<file path="src/rtl/kmr_pkg.sv">
package kmr_pkg;

  // serial port session state
  typedef enum logic [1:0] {
    SS_IDLE = 2'd0,
    SS_SKIP = 2'd1,
    SS_SEND = 2'd2
  } ser_state_e;

  // width for a counter that must hold values 0..n
  function automatic int cnt_width(input int n);
    return (n < 2) ? 1 : $clog2(n + 1);
  endfunction

endpackage

</file>
<file path="src/rtl/kmr_sync.sv">
module kmr_sync #(
  parameter int W = 1
) (
  input  logic         clk,
  input  logic         rst,
  input  logic [W-1:0] d,
  output logic [W-1:0] q
);

  logic [W-1:0] meta;

  always_ff @(posedge clk) begin
    if (rst) begin
      meta <= '0;
      q    <= '0;
    end else begin
      meta <= d;
      q    <= meta;
    end
  end

endmodule

</file>
<file path="src/rtl/kmr_scan.sv">
module kmr_scan #(
  parameter int ROWS        = 6,
  parameter int COLS        = 5,
  parameter int SCAN_DIV    = 4,
  parameter int DEB_FRAMES  = 2,
  parameter int SHARED_ROWS = 2,
  parameter int HOLD_FRAMES = 4
) (
  input  logic                 clk,
  input  logic                 rst,
  input  logic [COLS-1:0]      sense_s,
  input  logic                 share_i,
  input  logic                 sleep_req,
  output logic [ROWS-1:0]      scan_o,
  output logic                 active_o,
  output logic [ROWS*COLS-1:0] image_o,
  output logic                 sa_o,
  output logic                 latch_o
);
  import kmr_pkg::*;

  localparam int KEYS = ROWS * COLS;
  localparam int RW   = cnt_width(ROWS - 1);
  localparam int DW   = cnt_width(SCAN_DIV - 1);
  localparam int SW   = cnt_width(DEB_FRAMES);
  localparam int FW   = cnt_width(HOLD_FRAMES);

  logic [RW-1:0]   row_idx;
  logic [ROWS-1:0] row_oh;
  logic [DW-1:0]   div_cnt;
  logic [KEYS-1:0] frame_raw, frame_full, prev_frame, image_q, key_mask;
  logic [ROWS-1:0] row_en;
  logic [COLS-1:0] row_sample;
  logic [SW-1:0]   stable_cnt;
  logic [FW-1:0]   hold_cnt;
  logic            sleeping, woke, sa_q, latch_q;
  logic            row_end, frame_end, stable_hit, deb_ok, do_latch, go_sleep, wake;

  // lines handed to segment use are neither driven nor read
  for (genvar r = 0; r < ROWS; r++) begin : g_row
    if (r < SHARED_ROWS) begin : g_shared
      assign row_en[r]                 = ~share_i;
      assign key_mask[r*COLS +: COLS]  = {COLS{~share_i}};
    end else begin : g_plain
      assign row_en[r]                 = 1'b1;
      assign key_mask[r*COLS +: COLS]  = {COLS{1'b1}};
    end
  end

  assign row_sample = sense_s & {COLS{row_en[row_idx]}};

  always_comb begin
    frame_full = frame_raw;
    frame_full[row_idx*COLS +: COLS] = row_sample;
  end

  assign row_end    = (div_cnt == DW'(SCAN_DIV - 1));
  assign frame_end  = row_end && (row_idx == RW'(ROWS - 1));
  assign stable_hit = (frame_full == prev_frame);
  assign deb_ok     = stable_hit && ((int'(stable_cnt) + 2) >= DEB_FRAMES);
  assign do_latch   = frame_end && deb_ok && (frame_full != image_q);
  assign go_sleep   = frame_end && !do_latch && sleep_req && (hold_cnt == '0)
                      && (image_q == '0) && (frame_full == '0);
  assign wake       = sleeping && ((|sense_s) || !sleep_req);

  always_ff @(posedge clk) begin
    if (rst) begin
      row_idx    <= '0;
      row_oh     <= ROWS'(1);
      div_cnt    <= '0;
      frame_raw  <= '0;
      prev_frame <= '0;
      image_q    <= '0;
      stable_cnt <= '0;
      hold_cnt   <= '0;
      sleeping   <= 1'b0;
      woke       <= 1'b0;
      sa_q       <= 1'b0;
      latch_q    <= 1'b0;
    end else begin
      latch_q <= 1'b0;
      if (sleeping) begin
        if (wake) begin
          sleeping   <= 1'b0;
          woke       <= |sense_s;
          hold_cnt   <= FW'(HOLD_FRAMES);
          row_idx    <= '0;
          row_oh     <= ROWS'(1);
          div_cnt    <= '0;
          stable_cnt <= '0;
        end
      end else if (row_end) begin
        div_cnt   <= '0;
        frame_raw <= frame_full;
        if (row_idx == RW'(ROWS - 1)) begin
          row_idx <= '0;
          row_oh  <= ROWS'(1);
        end else begin
          row_idx <= row_idx + RW'(1);
          row_oh  <= row_oh << 1;
        end
        if (frame_end) begin
          prev_frame <= frame_full;
          if (!stable_hit)
            stable_cnt <= '0;
          else if (stable_cnt != SW'(DEB_FRAMES))
            stable_cnt <= stable_cnt + SW'(1);
          if (hold_cnt != '0)
            hold_cnt <= hold_cnt - FW'(1);
          if (do_latch) begin
            image_q <= frame_full;
            sa_q    <= woke;
            woke    <= 1'b0;
            latch_q <= 1'b1;
          end
          if (go_sleep)
            sleeping <= 1'b1;
        end
      end else begin
        div_cnt <= div_cnt + DW'(1);
      end
    end
  end

  assign scan_o   = sleeping ? row_en : (row_oh & row_en);
  assign active_o = ~sleeping;
  assign image_o  = image_q & key_mask;
  assign sa_o     = sa_q;
  assign latch_o  = latch_q;

endmodule

</file>
<file path="src/rtl/kmr_serial.sv">
module kmr_serial #(
  parameter int          NB       = 31,
  parameter int          AW       = 8,
  parameter logic [7:0]  DEV_ADDR = 8'h43
) (
  input  logic          clk,
  input  logic          rst,
  input  logic          en_s,
  input  logic          sclk_s,
  input  logic          din_s,
  input  logic [NB-1:0] word_i,
  input  logic          latch_i,
  output logic          dout_o
);
  import kmr_pkg::*;

  localparam int CW = cnt_width(NB - 1);

  logic          sclk_d, en_d, sclk_rise, en_rise, en_fall, done;
  logic [AW-1:0] addr_sr;
  ser_state_e    state;
  logic [NB-1:0] snap;
  logic [CW-1:0] bit_cnt;
  logic          pending, dout_q;

  assign sclk_rise = sclk_s & ~sclk_d;
  assign en_rise   = en_s & ~en_d;
  assign en_fall   = ~en_s & en_d;
  assign done      = en_fall && (state == SS_SEND) && (bit_cnt == CW'(NB - 1));

  always_ff @(posedge clk) begin
    if (rst) begin
      sclk_d  <= 1'b0;
      en_d    <= 1'b0;
      addr_sr <= '0;
      state   <= SS_IDLE;
      snap    <= '0;
      bit_cnt <= '0;
      pending <= 1'b0;
      dout_q  <= 1'b1;
    end else begin
      sclk_d <= sclk_s;
      en_d   <= en_s;
      if (!en_s && sclk_rise)
        addr_sr <= {din_s, addr_sr[AW-1:1]};

      if (en_rise) begin
        bit_cnt <= '0;
        if (addr_sr == AW'(DEV_ADDR)) begin
          state <= SS_SEND;
          snap  <= pending ? word_i : '0;
        end else begin
          state <= SS_SKIP;
        end
      end else if (en_fall) begin
        state <= SS_IDLE;
      end else if ((state == SS_SEND) && sclk_rise) begin
        snap <= snap >> 1;
        if (bit_cnt != CW'(NB - 1))
          bit_cnt <= bit_cnt + CW'(1);
      end

      if (latch_i)
        pending <= 1'b1;
      else if (done)
        pending <= 1'b0;

      dout_q <= (state == SS_SEND) ? snap[0] : ~pending;
    end
  end

  assign dout_o = dout_q;

endmodule

</file>
<file path="src/rtl/keymat_reader.sv">
module keymat_reader #(
  parameter int         ROWS        = 6,
  parameter int         COLS        = 5,
  parameter int         SCAN_DIV    = 4,
  parameter int         DEB_FRAMES  = 2,
  parameter int         SHARED_ROWS = 2,
  parameter logic [7:0] DEV_ADDR    = 8'h43
) (
  input  logic            clk,
  input  logic            rst,
  input  logic            row_share_i,
  input  logic [1:0]      sleep_req_i,
  input  logic [COLS-1:0] sense_i,
  output logic [ROWS-1:0] scan_o,
  output logic            scan_active_o,
  input  logic            ser_en_i,
  input  logic            ser_clk_i,
  input  logic            ser_din_i,
  output logic            ser_dout_o
);

  localparam int KEYS = ROWS * COLS;
  localparam int NB   = KEYS + 1;

  logic [COLS-1:0] sense_s;
  logic [2:0]      ser_s;
  logic [KEYS-1:0] key_image;
  logic            key_sa, key_latch;

  kmr_sync #(.W(COLS)) u_sense_sync (
    .clk(clk), .rst(rst), .d(sense_i), .q(sense_s)
  );

  kmr_sync #(.W(3)) u_ser_sync (
    .clk(clk), .rst(rst), .d({ser_din_i, ser_clk_i, ser_en_i}), .q(ser_s)
  );

  kmr_scan #(
    .ROWS(ROWS), .COLS(COLS), .SCAN_DIV(SCAN_DIV), .DEB_FRAMES(DEB_FRAMES),
    .SHARED_ROWS(SHARED_ROWS), .HOLD_FRAMES(DEB_FRAMES + 2)
  ) u_scan (
    .clk(clk), .rst(rst), .sense_s(sense_s), .share_i(row_share_i),
    .sleep_req(|sleep_req_i), .scan_o(scan_o), .active_o(scan_active_o),
    .image_o(key_image), .sa_o(key_sa), .latch_o(key_latch)
  );

  kmr_serial #(.NB(NB), .AW(8), .DEV_ADDR(DEV_ADDR)) u_serial (
    .clk(clk), .rst(rst), .en_s(ser_s[0]), .sclk_s(ser_s[1]), .din_s(ser_s[2]),
    .word_i({key_sa, key_image}), .latch_i(key_latch), .dout_o(ser_dout_o)
  );

endmodule

</file>
<file path="config.mk">
export PLATFORM = sky130hd
export DESIGN_NAME = keymat_reader
export DESIGN_NICKNAME = d
export VERILOG_FILES = /design/src/rtl/kmr_pkg.sv /design/src/rtl/kmr_sync.sv /design/src/rtl/kmr_scan.sv /design/src/rtl/kmr_serial.sv /design/src/rtl/keymat_reader.sv
export SDC_FILE = /design/constraint.sdc
export NUM_CORES = 1
export LEC_CHECK = 0
export CAP_MARGIN = 40
export CELL_PAD_IN_SITES_DETAIL_PLACEMENT = 1
export CELL_PAD_IN_SITES_GLOBAL_PLACEMENT = 1
export CORE_ASPECT_RATIO = 0.9
export CORE_UTILIZATION = 49
export CTS_CLUSTER_SIZE = 14
export DETAILED_ROUTE_END_ITERATION = 8
export DONT_BUFFER_PORTS = 1
export HOLD_SLACK_MARGIN = 0.05
export PLACE_DENSITY = 0.84
export SYNTH_ARGS = -nofsm -noshare
export SYNTH_HDL_FRONTEND = slang
export SYNTH_SLANG_ARGS = --single-unit
</file>
<file path="constraint.sdc">
create_clock -name clk -period 4.64 [get_ports clk]
set_clock_uncertainty 0.2 [all_clocks]
set_input_delay 0.232 -clock clk [delete_from_list [all_inputs] [get_ports clk]]
set_output_delay 0.232 -clock clk [all_outputs]
set_load 0.05 [all_outputs]
</file>
# ---- Yosys cells after proc, flatten, opt, wreduce, memory -nomap -nowiden
# Index checks and enable logic that the tools add are counted.
# Widths: inputs -> output; s select.
dict set report totals {
  ff_bits 176
  latch_bits 0
  ramBits 0
  romBits 0
  in_bits 13
  word_cells 153
  mem_count 0
}
dict set report op_classes {
  add_sub_neg 7
  n_mul 1
  div 0
  n_lt_le_gt_ge 2
  n_eq_ne 13
  n_shift 2
  mux 47
  bitwise 15
  reduce_logical 42
}
# op count
set ops {}
lappend ops {{$mux 31} 5}
lappend ops {{$logic_not 30->1} 2}
lappend ops {{$neg 6->34} 1}
lappend ops {{$shift 5x34->30 const A} 1}
lappend ops {{$shiftx 5x34->30} 1}
lappend ops {{$ge 32x3->1 const B} 1}
lappend ops {{$and 30x30->30} 1}
lappend ops {{$bwmux 30} 1}
lappend ops {{$eq 30x30->1} 1}
lappend ops {{$mux 6} 5}
lappend ops {{$ne 30x30->1} 1}
lappend ops {{$mux 3} 9}
lappend ops {{$mux 2} 11}
lappend ops {{$reduce_and 4->1} 4}
lappend ops {{$mux 1} 15}
lappend ops {{$logic_and 1x1->1} 14}
lappend ops {{$reduce_bool 2->1} 7}
lappend ops {{$not 1->1} 9}
lappend ops {{$reduce_and 3->1} 3}
lappend ops {{$eq 8x7->1 const B} 1}
lappend ops {{$and 6x6->6} 1}
lappend ops {{$mul 3x3->6 const B} 1}
lappend ops {{$ne 2x2->1 const B} 3}
lappend ops {{$add 5x1->5 const B} 1}
lappend ops {{22 further kinds} 30}

# ---- Depth between registers and ports, before layout
dict set report depth {
  word_depth 20
  depth_mapped 16
  depth_no_buf 11
}

# ---- Hierarchy
# A second synthesis with hierarchy kept.
dict set report unflattened {
  hier_cells 920
  area_unflattened_um2 8558.2
}
# mod instances cells_per_inst area_each_um2 seq_area_each_um2
set modules_own_cells {}
lappend modules_own_cells {kmr_scan 1 695 6019.5 2162.1}
lappend modules_own_cells {kmr_serial 1 192 2112.0 1001.0}
lappend modules_own_cells {{kmr_sync (u_sense_sync)} 1 20 262.8 200.2}
lappend modules_own_cells {{kmr_sync (u_ser_sync)} 1 12 157.7 120.1}
lappend modules_own_cells {keymat_reader 1 1 6.3 0.0}

# ---- Worst setup path after synthesis
# OpenSTA, ideal clock, no wires.
dict set report synth_path {
  path_kind {register to register}
  start {register u_scan.row_idx[0]}
  end {register u_scan.image_q[22]}
  setup_ns 0.128
  arrival_time_ns 3.552
  t_required_ns 4.312
  slack_ns 0.761
  path_stages_with_launch 15
  n_path_buf 3
  path_cell_list {dfxtp_1 > buf_2 > inv_1 > ha_1 > or4b_1 > o2bb2a_1 > and3_1 > clkbuf_1 > xnor2_1 > nor4_1 > nand4_1 > a311oi_4 > buf_6 > mux2i_1 > nor2_1}
}
dict set report synth_via {
  elab_chain_cells 10
  elab_cells_between_ends 16
  cone_classes {1 x add/sub; 1 x mul; 3 x eq/ne; 2 x shift; 3 x mux; 1 x bitwise; 5 x reduce/logical}
}
# element line
set synth_lines {}
lappend synth_lines {{start, declared} kmr_scan.sv:28} ;# logic [RW-1:0] row_idx;
lappend synth_lines {{start signal, assigned} kmr_scan.sv:99} ;# row_idx <= row_idx + RW'(1);
lappend synth_lines {{branches (longest 10 deep; another with $neg 6->34)} --}
lappend synth_lines {{end signal, assigned} kmr_scan.sv:111} ;# image_q <= frame_full;
lappend synth_lines {{end, declared} kmr_scan.sv:31} ;# logic [KEYS-1:0] frame_raw, frame_full, prev_frame, image_q, key_mask;
# Several ways; the timed one is not identified. The select of a mux whose other input is x is not followed.
# A chain may end at the register's enable or synchronous reset.

# ---- Worst setup path in the final report
dict set report layout_path {
  start {register u_scan.row_idx[0]}
  end {register u_scan.image_q[11]}
}
# Same word-level chain as after synthesis.

==> flow_metrics.py <==
metrics = {
    "yosys": {
        "synth_seq_area_share": 0.402,
        "ys.flop_type": "dfxtp_1",
        "syn_inst": 1010,
        "synth_edf_count": 0,
        "syn_nets": 1034,
        "synth_cell_types": 73,
        "yosysTopAreaCell": "dfxtp_1",
        "ys_ff_latch": 174,
        "synth_area_leaders": "dfxtp_1 (40%), nor2_1 (6.9%), a211oi_1 (5.0%)",
        "syn_area_per_cell_sq_um": 8.58,
        "yosys-top-cells-count": "dfxtp_1 (174), nor2_1 (159), clkbuf_1 (61)",
        "synth_top_area_frac": 0.402,
        "syn-cell-area_sq_mm": 0.00866,
        "synthArstFlopShare": 0,
        "yosysMostFrequentCell": "dfxtp_1",
        "yosys_warnings": 0,
    },
    "critical_path": {
        "slowest_delay_ps": 500,
        "path_class": "reg -> reg",
        "critPathArrivalTime_ps": 4450,
        "start_kind": "flip-flop",
        "cp_num_cells": 14,
        "reg2regPathDepth": 14,
        "crit_family": "simple AND/OR/NAND/NOR gates",
        "crit_fanout": 31,
        "path_buf_inv": 4,
        "cp_cell_sequence": "inv_1, ha_2, buf_4, xor2_1, buf_4, o21ai_1, and3_1, nor4b_1, nor4b_1, nand4_1, a311oi_4, buf_12, mux2i_1, nor2_1",
        "cp_slowest_cell": "nor4b_1",
        "end_kind": "flip-flop",
        "crit_required_ps": 4740,
    },
    "floorplan": {
        "ios": 21,
        "fp.dieW_um": 142,
        "die-area_sq_mm": 0.0182,
        "rows": 45,
        "start_util": 0.508,
        "core_area_sq_mm": 0.0171,
        "die_h_um": 128,
    },
    "routing": {
        "drtIter0Drc": 685,
        "first_pass_iters": 6,
        "drt-total-wl_um": 26700,
        "viasPerCell": 6.16,
        "ant_nets": 0,
        "num_vias": 7619,
        "drcViolationCount": 0,
        "wl_per_cell_um": 21.6,
    },
    "clocking": {
        "htreeDepth": 4,
        "clkSlewWorstSetupHoldPaths_ps": 80,
        "numCtsBuffers": 17,
        "cts_max_path_buffers": 2,
        "cts_tree": "done",
        "post_cts_buffers": 0,
        "numClockSinks": 174,
        "clk_latency_ps": 450,
        "root_buffer": "clkbuf_16",
    },
    "min_path": {
        "holdCritPathClass": "in -> reg",
        "hold_depth": 2,
    },
    "status": {
        "outcome": "finished, final reports clean",
    },
    "timing": {
        "grt_setup_unrepaired": "false",
        "clock.fmax_ghz": 0.230,
        "period_share": 0.937,
        "setup_viol": 0,
        "maxSlewHeadroom": 0.378,
        "tns_ps": 0,
        "finalCriticalPeriod_ps": 4350,
        "worst_slew_pin_slew_ps": 929,
        "slew_violations": 0,
        "hold_viol_final": 0,
    },
    "global_route": {
        "overflow": 0,
        "antenna_found_initial": 0,
        "grt_usage": 0.304,
        "grt_max_degree": 173,
        "grt_pass1_vias": 7718,
        "grt_pass1_wl_um": 42000,
    },
    "power_and_ir_drop": {
        "p_seq_frac": 0.467,
        "p_leak_nw": 3.38,
        "ir_drop_mv": 0.259,
        "total_power_mw": 3.31,
        "p_per_area_mw_per_mm2": 346,
        "netSwitchingPower_mw": 0.937,
        "swShare": 0.283,
        "combPwrFrac": 0.111,
        "p_int_mw": 2.37,
        "pwr-share-clk": 0.422,
    },
    "finish": {
        "layout.nets": 1012,
        "area_delta_synth_final_pct": 10.4,
        "drive_gt1_frac": 0.0959,
        "diodes": 0,
    },
    "job": {
        "maxCapViolations": 0,
    },
    "placement": {
        "place_congestion": 0.882,
        "dp_hpwl_um": 17400,
        "portBuffers": 0,
    },
}
worst register-to-register path: stages, from the launching register on:
cell      delay, ps
dfxtp_1         320
inv_1           170
ha_2            350
buf_4           240
xor2_1          230
buf_4           220
o21ai_1         100
and3_1          200
nor4b_1         500
nor4b_1         370
nand4_1         290
a311oi_4        380
buf_12          290
mux2i_1         260
nor2_1           70
sequential cells by signal, indices dropped and copies added, names as in the netlist, 5 cells and up:
signal	flops
u_scan.frame_raw	30
u_serial.snap	31
u_sense_sync.meta	5
u_serial.addr_sr	8
u_scan.row_oh	6
u_scan.image_q	30
u_serial.bit_cnt	5
u_scan.prev_frame	30
u_sense_sync.q	5
stage by stage:
step | instances | util | setup slack, ps | hold slack, ps | instance area [sq um]
final | 1236 | 0.560 | 290 | 69.4 | 9560
after floorplan | 1010 | - | 761 | 160 | 8660
after detailed placement | 1193 | 0.519 | 130 | 111 | 8860
after CTS | 1235 | 0.559 | 61.2 | 52.4 | 9540
after global routing | 1236 | 0.560 | 126 | 121 | 9560
after global placement | 1192 | 0.517 | 383 | 114 | 8830
timing repair:
item	4_1_cts	5_1_grt
hold buffers	10	0
hold endpoints to repair	174	0
gates resized for setup	0	5
endpoints found under the setup margin	0	31
kinds of logic after synthesis:
| family | synth area share |
|---|---|
| buf+inv | 0.0586 |
| simple gates | 0.233 |
| xor+xnor | 0.0527 |
| fa+ha+maj | 0.0159 |
| flops | 0.402 |
| mux | 0.0498 |
| compound gates | 0.188 |
placed cells by master, fill, tap and decap left out, types with 9 or more instances in the layout:
cell type,synthesis,routed
and4_1,9,9
a22oi_1,11,11
ha_1,11,10
a311oi_1,22,22
nand2_1,52,51
nor2_1,159,159
clkbuf_16,0,17
o21ai_0,13,13
nand3_1,41,41
buf_4,2,25
a21oi_1,30,30
xnor2_1,25,25
dlygate4sd3_1,0,9
and3_1,10,9
nand4_1,24,24
mux2i_1,42,42
inv_1,41,41
xor2_1,24,24
and2_1,17,17
nor4_1,14,13
a211oi_1,58,58
dfxtp_1,174,173
a221oi_1,14,14
nor2b_1,19,18
nor3_1,20,20
power by group through the flow:
stage / clock, mW / combinational, mW / sequential, mW
global route: 1.49 / 0.394 / 1.55
CTS: 1.41 / 0.358 / 1.55
floorplan: 0 / 0.255 / 1.57
finish: 1.40 / 0.368 / 1.55
global placement: 0 / 0.310 / 1.58
detailed placement: 0 / 0.322 / 1.58
metal layers:
layer  global-route usage  routed length, um  up-vias
met5                    0                  0        -
met4                0.135                738        0
met3               0.0601               1550       61
met2                0.498              12700      224
met1                0.387              11700     3748
li1                     -                  -     3586
final timing paths:
path                        startpoint                  to  slack (ps)
setup / recovery     u_scan.row_idx[0]  u_scan.image_q[11]         290
setup reg to reg     u_scan.row_idx[0]  u_scan.image_q[11]         290
hold reg to reg   u_sense_sync.meta[3]   u_sense_sync.q[3]         240
hold / removal                     rst  u_scan.hold_cnt[1]          70
final cells by class:
cell class | instances | area, sq um
Tap cell | 235 | 294
Multi-Input combinational cell | 716 | 4710
Fill cell | 1962 | 7500
Inverter | 42 | 158
Clock buffer | 19 | 443
Clock inverter | 13 | 120
Timing Repair Buffer | 37 | 353
Sequential cell | 174 | 3480
Note: power is estimated with default switching activity, not from simulation.
